File: config.mk
export PLATFORM = sky130hd
export DESIGN_NAME = printer_port_regs
export DESIGN_NICKNAME = d
export VERILOG_FILES = /design/src/rtl/ppr_pkg.sv /design/src/rtl/ppr_decode.sv /design/src/rtl/ppr_ctrl_path.sv /design/src/rtl/ppr_status_seq.sv /design/src/rtl/printer_port_regs.sv
export SDC_FILE = /design/constraint.sdc
export NUM_CORES = 1
export LEC_CHECK = 0
export ABC_AREA = 1
export BUFFER_PORTS_ARGS = -buffer_cell sky130_fd_sc_hd__buf_2
export CAP_MARGIN = 5
export CORE_ASPECT_RATIO = 1.75
export CORE_UTILIZATION = 37
export DETAILED_ROUTE_END_ITERATION = 6
export GPL_TIMING_DRIVEN = 1
export MAX_ROUTING_LAYER = met4
export SLEW_MARGIN = 30
export SYNTH_ARGS = -nofsm -noshare
export SYNTH_HDL_FRONTEND = slang
export SYNTH_SLANG_ARGS = --single-unit
File: constraint.sdc
create_clock -name clk -period 0.9 [get_ports clk]
set_input_delay 0.09 -clock clk [delete_from_list [all_inputs] [get_ports clk]]
set_output_delay 0.09 -clock clk [all_outputs]
set_load 0.02 [all_outputs]
File: src/rtl/ppr_pkg.sv
package ppr_pkg;
  localparam int REG_W  = 8;
  localparam int ADDR_W = 3;

  localparam logic [ADDR_W-1:0] OFF_DATA = 3'd0;
  localparam logic [ADDR_W-1:0] OFF_STAT = 3'd1;
  localparam logic [ADDR_W-1:0] OFF_CTRL = 3'd2;

  // control bit positions
  localparam int C_STB  = 0;
  localparam int C_ALF  = 1;
  localparam int C_INIT = 2;
  localparam int C_SEL  = 3;
  localparam int C_IEN  = 4;
  localparam int C_DIR  = 5;

  // status bit positions
  localparam int S_TMO  = 0;
  localparam int S_ERRN = 3;
  localparam int S_ONL  = 4;
  localparam int S_PAP  = 5;
  localparam int S_ACK  = 6;
  localparam int S_BSYN = 7;

  localparam logic [REG_W-1:0] CTRL_FIXED = 8'hC0;
  localparam logic [REG_W-1:0] STAT_INIT  = (8'h1 << S_BSYN) | (8'h1 << S_ACK) |
                                            (8'h1 << S_ONL)  | (8'h1 << S_ERRN);
  localparam logic [REG_W-1:0] STAT_RST   = STAT_INIT | (8'h1 << S_TMO);
  localparam logic [REG_W-1:0] CTRL_RST   = CTRL_FIXED | (8'h1 << C_SEL) | (8'h1 << C_INIT);
  localparam logic [REG_W-1:0] DATA_RST   = '1;
  localparam logic [REG_W-1:0] OPEN_READ  = '1;

  typedef struct packed {
    logic wr_data;
    logic wr_ctrl;
    logic rd_stat;
  } acc_t;

  typedef struct packed {
    logic init_load;
    logic busy_clr;
    logic emit;
    logic post_irq;
  } ctrl_ev_t;
endpackage

File: src/rtl/ppr_decode.sv
module ppr_decode
  import ppr_pkg::*;
(
  input  logic [ADDR_W-1:0] addr,
  input  logic              rd,
  input  logic              wr,
  output acc_t              acc
);
  always_comb begin
    acc         = '0;
    acc.wr_data = wr && (addr == OFF_DATA);
    acc.wr_ctrl = wr && (addr == OFF_CTRL);
    acc.rd_stat = rd && (addr == OFF_STAT);
  end
endmodule

File: src/rtl/ppr_ctrl_path.sv
module ppr_ctrl_path
  import ppr_pkg::*;
(
  input  logic             clk,
  input  logic             rst_n,
  input  acc_t             acc,
  input  logic [REG_W-1:0] wdata,
  output logic [REG_W-1:0] ctrl_q,
  output logic [REG_W-1:0] dout_q,
  output ctrl_ev_t         ev
);
  logic [REG_W-1:0] ctrl_d, dout_d;
  logic             armed;

  // event decode against the control byte stored before this write
  always_comb begin
    ev           = '0;
    armed        = acc.wr_ctrl && wdata[C_INIT] && wdata[C_SEL];
    ev.init_load = acc.wr_ctrl && !wdata[C_INIT];
    ev.busy_clr  = armed && wdata[C_STB];
    ev.emit      = armed && wdata[C_STB] && !ctrl_q[C_STB];
    ev.post_irq  = armed && !wdata[C_STB] && ctrl_q[C_IEN];
  end

  always_comb begin
    ctrl_d = ctrl_q;
    dout_d = dout_q;
    if (acc.wr_ctrl) ctrl_d = wdata | CTRL_FIXED;
    if (acc.wr_data) dout_d = wdata;
  end

  always_ff @(posedge clk or negedge rst_n) begin
    if (!rst_n) begin
      ctrl_q <= CTRL_RST;
      dout_q <= DATA_RST;
    end else begin
      if (acc.wr_ctrl) ctrl_q <= ctrl_d;
      if (acc.wr_data) dout_q <= dout_d;
    end
  end

  assert_ctrl_store_R3: assert property (@(posedge clk) disable iff (!rst_n)
    acc.wr_ctrl |=> (ctrl_q == ($past(wdata) | 8'hC0)));

  assert_emit_pulse_R5: assert property (@(posedge clk) disable iff (!rst_n)
    ev.emit |=> !ev.emit);

  assert_select_gate_R10: assert property (@(posedge clk) disable iff (!rst_n)
    (acc.wr_ctrl && !wdata[C_SEL]) |-> !(ev.emit || ev.post_irq || ev.busy_clr));
endmodule

File: src/rtl/ppr_status_seq.sv
module ppr_status_seq
  import ppr_pkg::*;
(
  input  logic             clk,
  input  logic             rst_n,
  input  acc_t             acc,
  input  ctrl_ev_t         ev,
  input  logic             ctrl_stb,
  output logic [REG_W-1:0] stat_q,
  output logic             pend_q
);
  logic [REG_W-1:0] stat_d;
  logic             pend_d;
  logic             stat_en, pend_en;
  logic             step;

  assign step = acc.rd_stat && !stat_q[S_BSYN] && !ctrl_stb;

  always_comb begin
    stat_d = stat_q;
    if (ev.init_load) begin
      stat_d = STAT_INIT;
    end else if (ev.busy_clr) begin
      stat_d[S_BSYN] = 1'b0;
    end else if (step) begin
      if (stat_q[S_ACK]) begin
        stat_d[S_ACK] = 1'b0;
      end else begin
        stat_d[S_ACK]  = 1'b1;
        stat_d[S_BSYN] = 1'b1;
      end
    end
    stat_en = ev.init_load || ev.busy_clr || step;
  end

  always_comb begin
    pend_d  = pend_q;
    pend_en = ev.post_irq || acc.rd_stat;
    if (ev.post_irq)       pend_d = 1'b1;
    else if (acc.rd_stat)  pend_d = 1'b0;
  end

  always_ff @(posedge clk or negedge rst_n) begin
    if (!rst_n) begin
      stat_q <= STAT_RST;
      pend_q <= 1'b0;
    end else begin
      if (stat_en) stat_q <= stat_d;
      if (pend_en) pend_q <= pend_d;
    end
  end

  assert_init_load_R4: assert property (@(posedge clk) disable iff (!rst_n)
    ev.init_load |=> (stat_q == 8'hD8));

  assert_irq_clear_R7: assert property (@(posedge clk) disable iff (!rst_n)
    (acc.rd_stat && !ev.post_irq) |=> !pend_q);

  assert_irq_post_R6: assert property (@(posedge clk) disable iff (!rst_n)
    ev.post_irq |=> pend_q);

  assert_ack_drop_R8: assert property (@(posedge clk) disable iff (!rst_n)
    (acc.rd_stat && !acc.wr_ctrl && !stat_q[S_BSYN] && !ctrl_stb && stat_q[S_ACK])
      |=> (!stat_q[S_ACK] && !stat_q[S_BSYN]));

  assert_ack_rise_R8: assert property (@(posedge clk) disable iff (!rst_n)
    (acc.rd_stat && !acc.wr_ctrl && !stat_q[S_BSYN] && !ctrl_stb && !stat_q[S_ACK])
      |=> (stat_q[S_ACK] && stat_q[S_BSYN]));
endmodule

File: src/rtl/printer_port_regs.sv
module printer_port_regs
  import ppr_pkg::*;
(
  input  logic             clk,
  input  logic             rst_n,
  input  logic [2:0]       bus_addr,
  input  logic             bus_rd,
  input  logic             bus_wr,
  input  logic [7:0]       bus_wdata,
  output logic [7:0]       bus_rdata,
  output logic             dev_byte_valid,
  output logic [7:0]       dev_byte,
  input  logic [7:0]       dev_din,
  output logic             irq
);
  logic [1:0]       rst_sync;
  logic             rst_int_n;
  acc_t             acc;
  ctrl_ev_t         ev;
  logic [REG_W-1:0] ctrl_q, dout_q, stat_q, din_q;
  logic             pend_q;

  always_ff @(posedge clk or negedge rst_n) begin
    if (!rst_n) rst_sync <= 2'b00;
    else        rst_sync <= {rst_sync[0], 1'b1};
  end
  assign rst_int_n = rst_sync[1];

  ppr_decode u_dec (
    .addr (bus_addr),
    .rd   (bus_rd),
    .wr   (bus_wr),
    .acc  (acc)
  );

  ppr_ctrl_path u_ctrl (
    .clk    (clk),
    .rst_n  (rst_int_n),
    .acc    (acc),
    .wdata  (bus_wdata),
    .ctrl_q (ctrl_q),
    .dout_q (dout_q),
    .ev     (ev)
  );

  ppr_status_seq u_stat (
    .clk      (clk),
    .rst_n    (rst_int_n),
    .acc      (acc),
    .ev       (ev),
    .ctrl_stb (ctrl_q[C_STB]),
    .stat_q   (stat_q),
    .pend_q   (pend_q)
  );

  always_ff @(posedge clk or negedge rst_int_n) begin
    if (!rst_int_n) din_q <= DATA_RST;
    else            din_q <= dev_din;
  end

  always_comb begin
    unique case (bus_addr)
      OFF_DATA: bus_rdata = ctrl_q[C_DIR] ? din_q : dout_q;
      OFF_STAT: bus_rdata = stat_q;
      OFF_CTRL: bus_rdata = ctrl_q;
      default:  bus_rdata = OPEN_READ;
    endcase
  end

  assign dev_byte_valid = ev.emit;
  assign dev_byte       = dout_q;
  assign irq            = pend_q;

  assert_unmapped_write_R2: assert property (@(posedge clk) disable iff (!rst_int_n)
    (bus_wr && (bus_addr > OFF_CTRL || bus_addr == OFF_STAT))
      |=> ($stable(ctrl_q) && $stable(stat_q) && $stable(dout_q) && $stable(pend_q)));

  assert_irq_on_write_only_R6: assert property (@(posedge clk) disable iff (!rst_int_n)
    $rose(irq) |-> $past(bus_wr && bus_addr == OFF_CTRL));
endmodule

==> summary.md, run 1 <==
| Metric | Value |
|---|---|
| Clock Latency Late Sink | `0.27 ns` |
| Initial core utilization | `between 30% and 40%` |
| # DRC | `0` |
| Antenna violations before repair | `0` |
| Synthesized flop and latch total | `28` |
| Failing checks | `setup timing` |
| Final Critical Period | `~1.4 ns` |
| Row cnt | `28` |
| Grt ovf | `0` |
| Clk pin slew, worst setup/hold paths | `0.09 ns` |
| ANT nets after route | `0` |
| Synth Instances | `140` |
| Type of origin of the critical path | `flop` |
| Hold violation count in the final report | `0` |
| CTS tree | `built` |
| GRT Overall Usage | `21.51%` |
| Mean routed wirelength per cell | `13.52 microns` |
| Max Fclk | `between 700 and 800 MHz` |
| Iter 0 DRT Violations | `32` |
| ANT cells | `0` |
| Die Width | `about 47 microns` |
| Post-synth ARST share | `100.0%` |
| Clk sink count | `28` |
| Power Dens Cells | `about 1900 nW/um^2` |
| Port Buffers | `40` |
| Most frequent cell after synthesis | `nand2_1` |
| Placed Area | `between 1500 and 2000 sq um` |
| Dominant cells by area after synthesis | `dfstp_2 43%, nand2_1 14%, dfrtp_1 14%, nand3_1 3.1%, o21ai_2 2.7%` |
| CTS buffer count | `3` |
| Worst Clk Skew | `0.0008210 ns` |
| Fraction of layout cells with a size suffix above 1 | `approximately three fifths` |
| RSZ-0062 raised after global routing | `yes` |
| Depth of the CTS H-tree | `1` |
| Fin crit share | `158.1%` |
| Crit-path max FO | `4` |
| CP Capture Type | `primary output` |
| Status | `finished with violations` |
| Syn_area_per_cell | `approximately 9.2 sq um` |
| Core area | `~3400 sq um` |
| Type of the most critical hold path | `in2reg` |
| IO Pins | `about 40` |
| Max_cap viols | `0` |
| Arrival time worst endpoint | `1.33 ns` |
| First-pass GRT wire length | `between 5000 and 6000 microns` |
| Vias in the first global route | `between 1,000 and 1,500` |
| Area delta synth->final | `64.60%` |
| Largest net degree at the start of global routing | `27` |
| Final setup fails | `20` |
| Via count | `around 1,300` |
| Syn_nets | `~160` |
| Final Net Count | `240` |
| Final Wtd Congestion | `about 0.80` |
| Vias/cell | `4.828` |
| Clock Tree Buf Depth | `2` |
| Post-synth top area share | `roughly 43%` |
| Unique masters post-synth | `27` |
| Post-route cell area | `approximately 2100 sq um` |
| DIE HEIGHT | `between 80 and 90 microns` |
| Die ar. | `3736 sq um` |
| Synth Flop Type | `dfstp_2` |
| Total routed wirelength | `approximately 3500 microns` |
| Clock Tree Root | `clkbuf_8` |
| Post-DP HPWL | `between 2000 and 3000 microns` |
| EDFF count, synth | `0` |
| Leak pwr | `1.002 nW` |
| Cell type with the largest total area after synthesis | `dfstp_2` |
| Worst path required time | `about 0.81 ns` |
| Placed Cells incl. Taps | `around 240` |
| Post-synth top cells | `47 x nand2_1, 21 x dfstp_2, 9 x inv_1` |
| WS Path Type | `reg2out` |
| Slew Viols, Final | `0` |
| Syn. warnings | `0` |
| TritonRoute pass-1 iters | `4` |
| Layout Cells excl Fill | `between 200 and 300` |
| Cell Area, Synth | `about 1300 sq um` |
| Worst Setup Slack, final | `-0.5226 ns` |
| VDD IR-drop max | `0.001524 V` |
| Sequential area share after synthesis | `between 50% and 60%` |
==> final timing paths <==
kind,from,depth (start not counted),slack [ns],end
max in group asynchronous,rst_sync[1],1,0.46,din_q[3]
setup / recovery,u_ctrl.ctrl_q[5],4,-0.52,bus_rdata[2]
setup reg to reg,u_stat.stat_q[7],5,-0.04,u_stat.stat_q[6]
hold / removal,bus_wdata[6],3,0.02,u_ctrl.dout_q[6]
min in group asynchronous,rst_n,2,0.12,rst_sync[0]
hold reg to reg,rst_sync[1],1,0.22,u_ctrl.ctrl_q[5]
==> kinds of logic (layout without fill, tap and decap cells) <==
family	after synthesis	in the layout	synth area share [%]
and+or+nand+nor	72	72	25.51
DFF	28	28	56.35
AOI/OAI and AO/OA	21	21	10.86
buffers and inverters	18	94	6.982
other	1	1	0.2907
==> cells in the final DEF (no fill, tap or decap), types with 2 or more instances in the layout <==
cell and instances:
nor2_1 5, dlygate4sd3_1 9, nor2_2 3, clkbuf_8 3, o211ai_1 3, dfrtp_1 6
o21ai_1 3, inv_1 9, dfstp_2 21, o21ai_0 4, buf_4 17, o221ai_2 2
nand3_2 3, nand3_1 6, nand2_1 40, inv_2 4, nand2_2 8, a31oi_4 2
o21ai_2 5, nor2_4 2, buf_6 26, buf_2 23, or2_4 2
==> layer usage <==
| layer | GRT usage [%] | share of wire, % | vias to the layer above |
|---|---|---|---|
| li1 | - | - | 599 |
| met1 | 24.71 | 37 | 609 |
| met2 | 35.42 | 56 | 43 |
| met3 | 3.596 | 4.6 | 9 |
| met4 | 9.429 | 2.2 | 0 |
| met5 | - | 0 | - |
==> stage by stage <==
| stage | hold WS, ns | setup WS, ns | total power, W | utilization (%) | setup TNS (ns) |
|---|---|---|---|---|---|
| 6_report | 0.01777 | -0.5226 | 0.004002 | 63.13 | -5.869 |
| 5_1_grt | 0.02626 | -0.6050 | 0.004197 | 63.13 | -6.878 |
| 4_1_cts | 0.01236 | -0.5006 | 0.003952 | 62.02 | -5.819 |
| 3_5_place_dp | -0.1212 | -0.2607 | 0.002676 | 52.19 | -3.549 |
| 3_3_place_gp | -0.1244 | -0.2083 | 0.002640 | 52.19 | -3.141 |
| 2_1_floorplan | -0.2056 | -0.1401 | 0.002246 | - | -0.8764 |
==> power by group <==
part	total, W	internal (W)	switching [W]
logic	0.00133	0.000687	0.000646
clock network	0.000984	0.000596	0.000389
registers	0.00168	0.00155	0.000136
==> layout make-up <==
type	count	area, sq um
fillers	309	1240
flip-flops and latches	28	728.2
repair buffers	76	645.6
multi-input cells	94	564.3
inverters	14	57.56
well taps	45	56.30
clock buffers	3	41.29
clock inverters	1	30.03
==> flip-flops by register name (all words and copies together) (netlist names) <==
name           flops
u_stat.pend_q      1
u_stat.stat_q      3
rst_sync           2
u_ctrl.dout_q      8
u_ctrl.ctrl_q      6
din_q              8
==> timing repair <==
action                                 in CTS  in global routing
setup endpoints to repair                  21                 22
pin swaps                                   7                  6
endpoints found under the hold margin      10                  0
resized for setup                          49                 12
setup buffers                               5                  5
hold buffers                                9                  0
==> critical path, stage by stage (launching register included) <==
cell and delay (ns):
dfrtp_2 0.46, or2_4 0.23, o211ai_1 0.12, nand3_2 0.11, buf_6 0.15
Note: power is estimated with default switching activity, not from simulation.
==> inputs of run 2 (changes only) <==
- CORE_UTILIZATION: 37 -> 45
- PLACE_DENSITY: unset -> 0.75
- REMOVE_ABC_BUFFERS: unset -> 1
==> run 2 against run 1 <==
Compared with the run above:
- the run still ends with setup timing left
- sequential power is 2% higher
- largest power group unchanged
- cell count fell by 6.5%
- worst hold slack gained 0.012 ns
- non-clock buffer count increased by 1
- power grew 0.90%
==> summary.md, run 2 (synthesized netlist as in run 1, its figures left out) <==
| Metric | Value |
|---|---|
| Crit-path max FO | `5` |
| Type of origin of the critical path | `flop` |
| Mean routed wirelength per cell | `about 15 microns` |
| Worst Setup Slack, final | `-0.5299 ns` |
| Hold Slack | `a little under 0.03 ns` |
| Top Registers | `din_q (8), u_ctrl.dout_q (8), u_ctrl.ctrl_q (6)` |
| Antenna violations before repair | `0` |
| Fin crit share | `158.9%` |
| Row cnt | `25` |
| Clk pin slew, worst setup/hold paths | `roughly 0.090 ns` |
| Final Net Count | `around 240` |
| Depth of the CTS H-tree | `1` |
| Hold Path Depth | `3` |
| CTS buffer count | `3` |
| Clk sink count | `28` |
| WS Path Type | `reg2out` |
| Fraction of layout cells with a size suffix above 1 | `roughly 57%` |
| RSZ-0062 raised after global routing | `yes` |
| IO Pins | `41` |
| Post-DP HPWL | `between 2000 and 2500 microns` |
| Via count | `roughly 1,300` |
| DIE HEIGHT | `between 70 and 80 microns` |
| Arrival time worst endpoint | `1.34 ns` |
| TritonRoute pass-1 iters | `4` |
| Port Buffers | `40` |
| Fill cell count | `188` |
| VDD IR-drop max | `roughly 0.0015 V` |
| Max Fclk | `699.3 MHz` |
| Type of the most critical hold path | `in2reg` |
| Status | `finished with violations` |
| Hold_sp | `bus_wdata[6]` |
| Iter 0 DRT Violations | `between 40 and 50` |
| Total routed wirelength | `~3600 microns` |
| Failing checks | `setup timing` |
| Reg-to-reg slack, setup | `-0.20 ns` |
| Die Width | `roughly 42 microns` |
| Initial core utilization | `a little under half` |
| ANT cells | `0` |
| Die ar. | `3093 sq um` |
| Leak pwr | `0.9926 nW` |
| # DRC | `0` |
| Worst path required time | `0.81 ns` |
| CP Capture Type | `primary output` |
| Clock Latency Late Sink | `roughly 0.27 ns` |
| GRT Overall Usage | `roughly a quarter` |
| Slew Viols, Final | `0` |
| Grt ovf | `0` |
| Final setup fails | `21` |
| Final core utilization | `about 76%` |
| Critical R2R Launch | `u_ctrl.ctrl_q[0]` |
| Area delta synth->final | `59.94%` |
| Most frequent cells in the layout | `40 x nand2_1, 27 x buf_6, 25 x buf_2` |
| Max_cap viols | `0` |
| Clock Tree Root | `clkbuf_8` |
| CTS tree | `built` |
| Power Dens Cells | `around 2000 nW/um^2` |
| Reg-to-Reg End | `u_stat.stat_q[6]` |
| Final Wtd Congestion | `between 0.8 and 0.9` |
| Worst Clk Skew | `roughly 0.0036 ns` |
| Worst Hold Path EP | `u_ctrl.dout_q[6]` |
| TNS Setup | `-6.461 ns` |
| R2r worst-path depth | `6` |
| Clock Tree Buf Depth | `2` |
| Vias in the first global route | `roughly 1,300` |
| Hold violation count in the final report | `0` |
| First-pass GRT wire length | `approximately 5400 microns` |
| Core area | `between 2000 and 3000 sq um` |
| Commonest non-fill, non-tap cell in the layout | `nand2_1` |
| Largest net degree at the start of global routing | `27` |
| Final Critical Period | `~1.4 ns` |
| ANT nets after route | `0` |
| Vias/cell | `5.148` |
==> run 2: cell type report <==
cell class	count	area, sq um	share of cell area [%]
clock inverters	1	30.03	1.455
repair buffers	77	651.9	31.59
well taps	27	33.78	1.637
multi-input cells	94	519.2	25.17
clock buffers	3	41.29	2.001
flip-flops and latches	28	729.5	35.35
inverters	14	57.56	2.790
==> run 2: worst max-delay path by stage <==
stage                           from           end  slack [ns]  cells after the start
floorplan           u_ctrl.ctrl_q[5]  bus_rdata[5]       -0.26                      2
detailed placement  u_ctrl.ctrl_q[5]  bus_rdata[4]       -0.31                      4
global placement    u_ctrl.ctrl_q[5]  bus_rdata[1]       -0.26                      4
finish              u_ctrl.ctrl_q[5]  bus_rdata[2]       -0.53                      4
global route        u_ctrl.ctrl_q[5]  bus_rdata[1]       -0.59                      4
CTS                 u_ctrl.ctrl_q[5]  bus_rdata[2]       -0.52                      4
==> run 2: power breakdown <==
group | switching, W | leakage (nW) | total (W) | internal (W)
clock | 0.000382 | 0.0357 | 0.000978 | 0.000596
sequential | 0.000164 | 0.304 | 0.00172 | 0.00155
combinational | 0.000623 | 0.652 | 0.00134 | 0.000722
==> run 2: per-stage QoR <==
step           worst slack (ns)  std cells  instance area (sq um)  power, W
2_1_floorplan           -0.2647        136                   1252  0.002147
3_3_place_gp            -0.2566        224                   1657  0.002583
3_5_place_dp            -0.3094        224                   1657  0.002620
4_1_cts                 -0.5234        239                   1971  0.003907
5_1_grt                 -0.5928        244                   2063  0.004206
6_report                -0.5299        244                   2063  0.004038
==> run 2: metal layers <==
layer	up-vias	share of wire (%)	GRT usage (%)
li1	600	-	-
met1	597	34	24.31
met2	50	59	43.25
met3	9	3.9	1.733
met4	0	2.8	10.76
met5	-	0	-
==> run 2: worst max-delay path, cell delays in order (launching register included) <==
cell and delay, ns:
dfrtp_2 0.47, or2_4 0.24, o211ai_1 0.09, nand3_1 0.13
buf_6 0.15
==> run 2: what timing repair did <==
action,CTS,global route
setup buffers,2,10
resized for setup,44,24
endpoints found under the hold margin,10,0
gates cloned,0,0
hold buffers,9,0
pin swaps,15,14
endpoints found under the setup margin,21,22
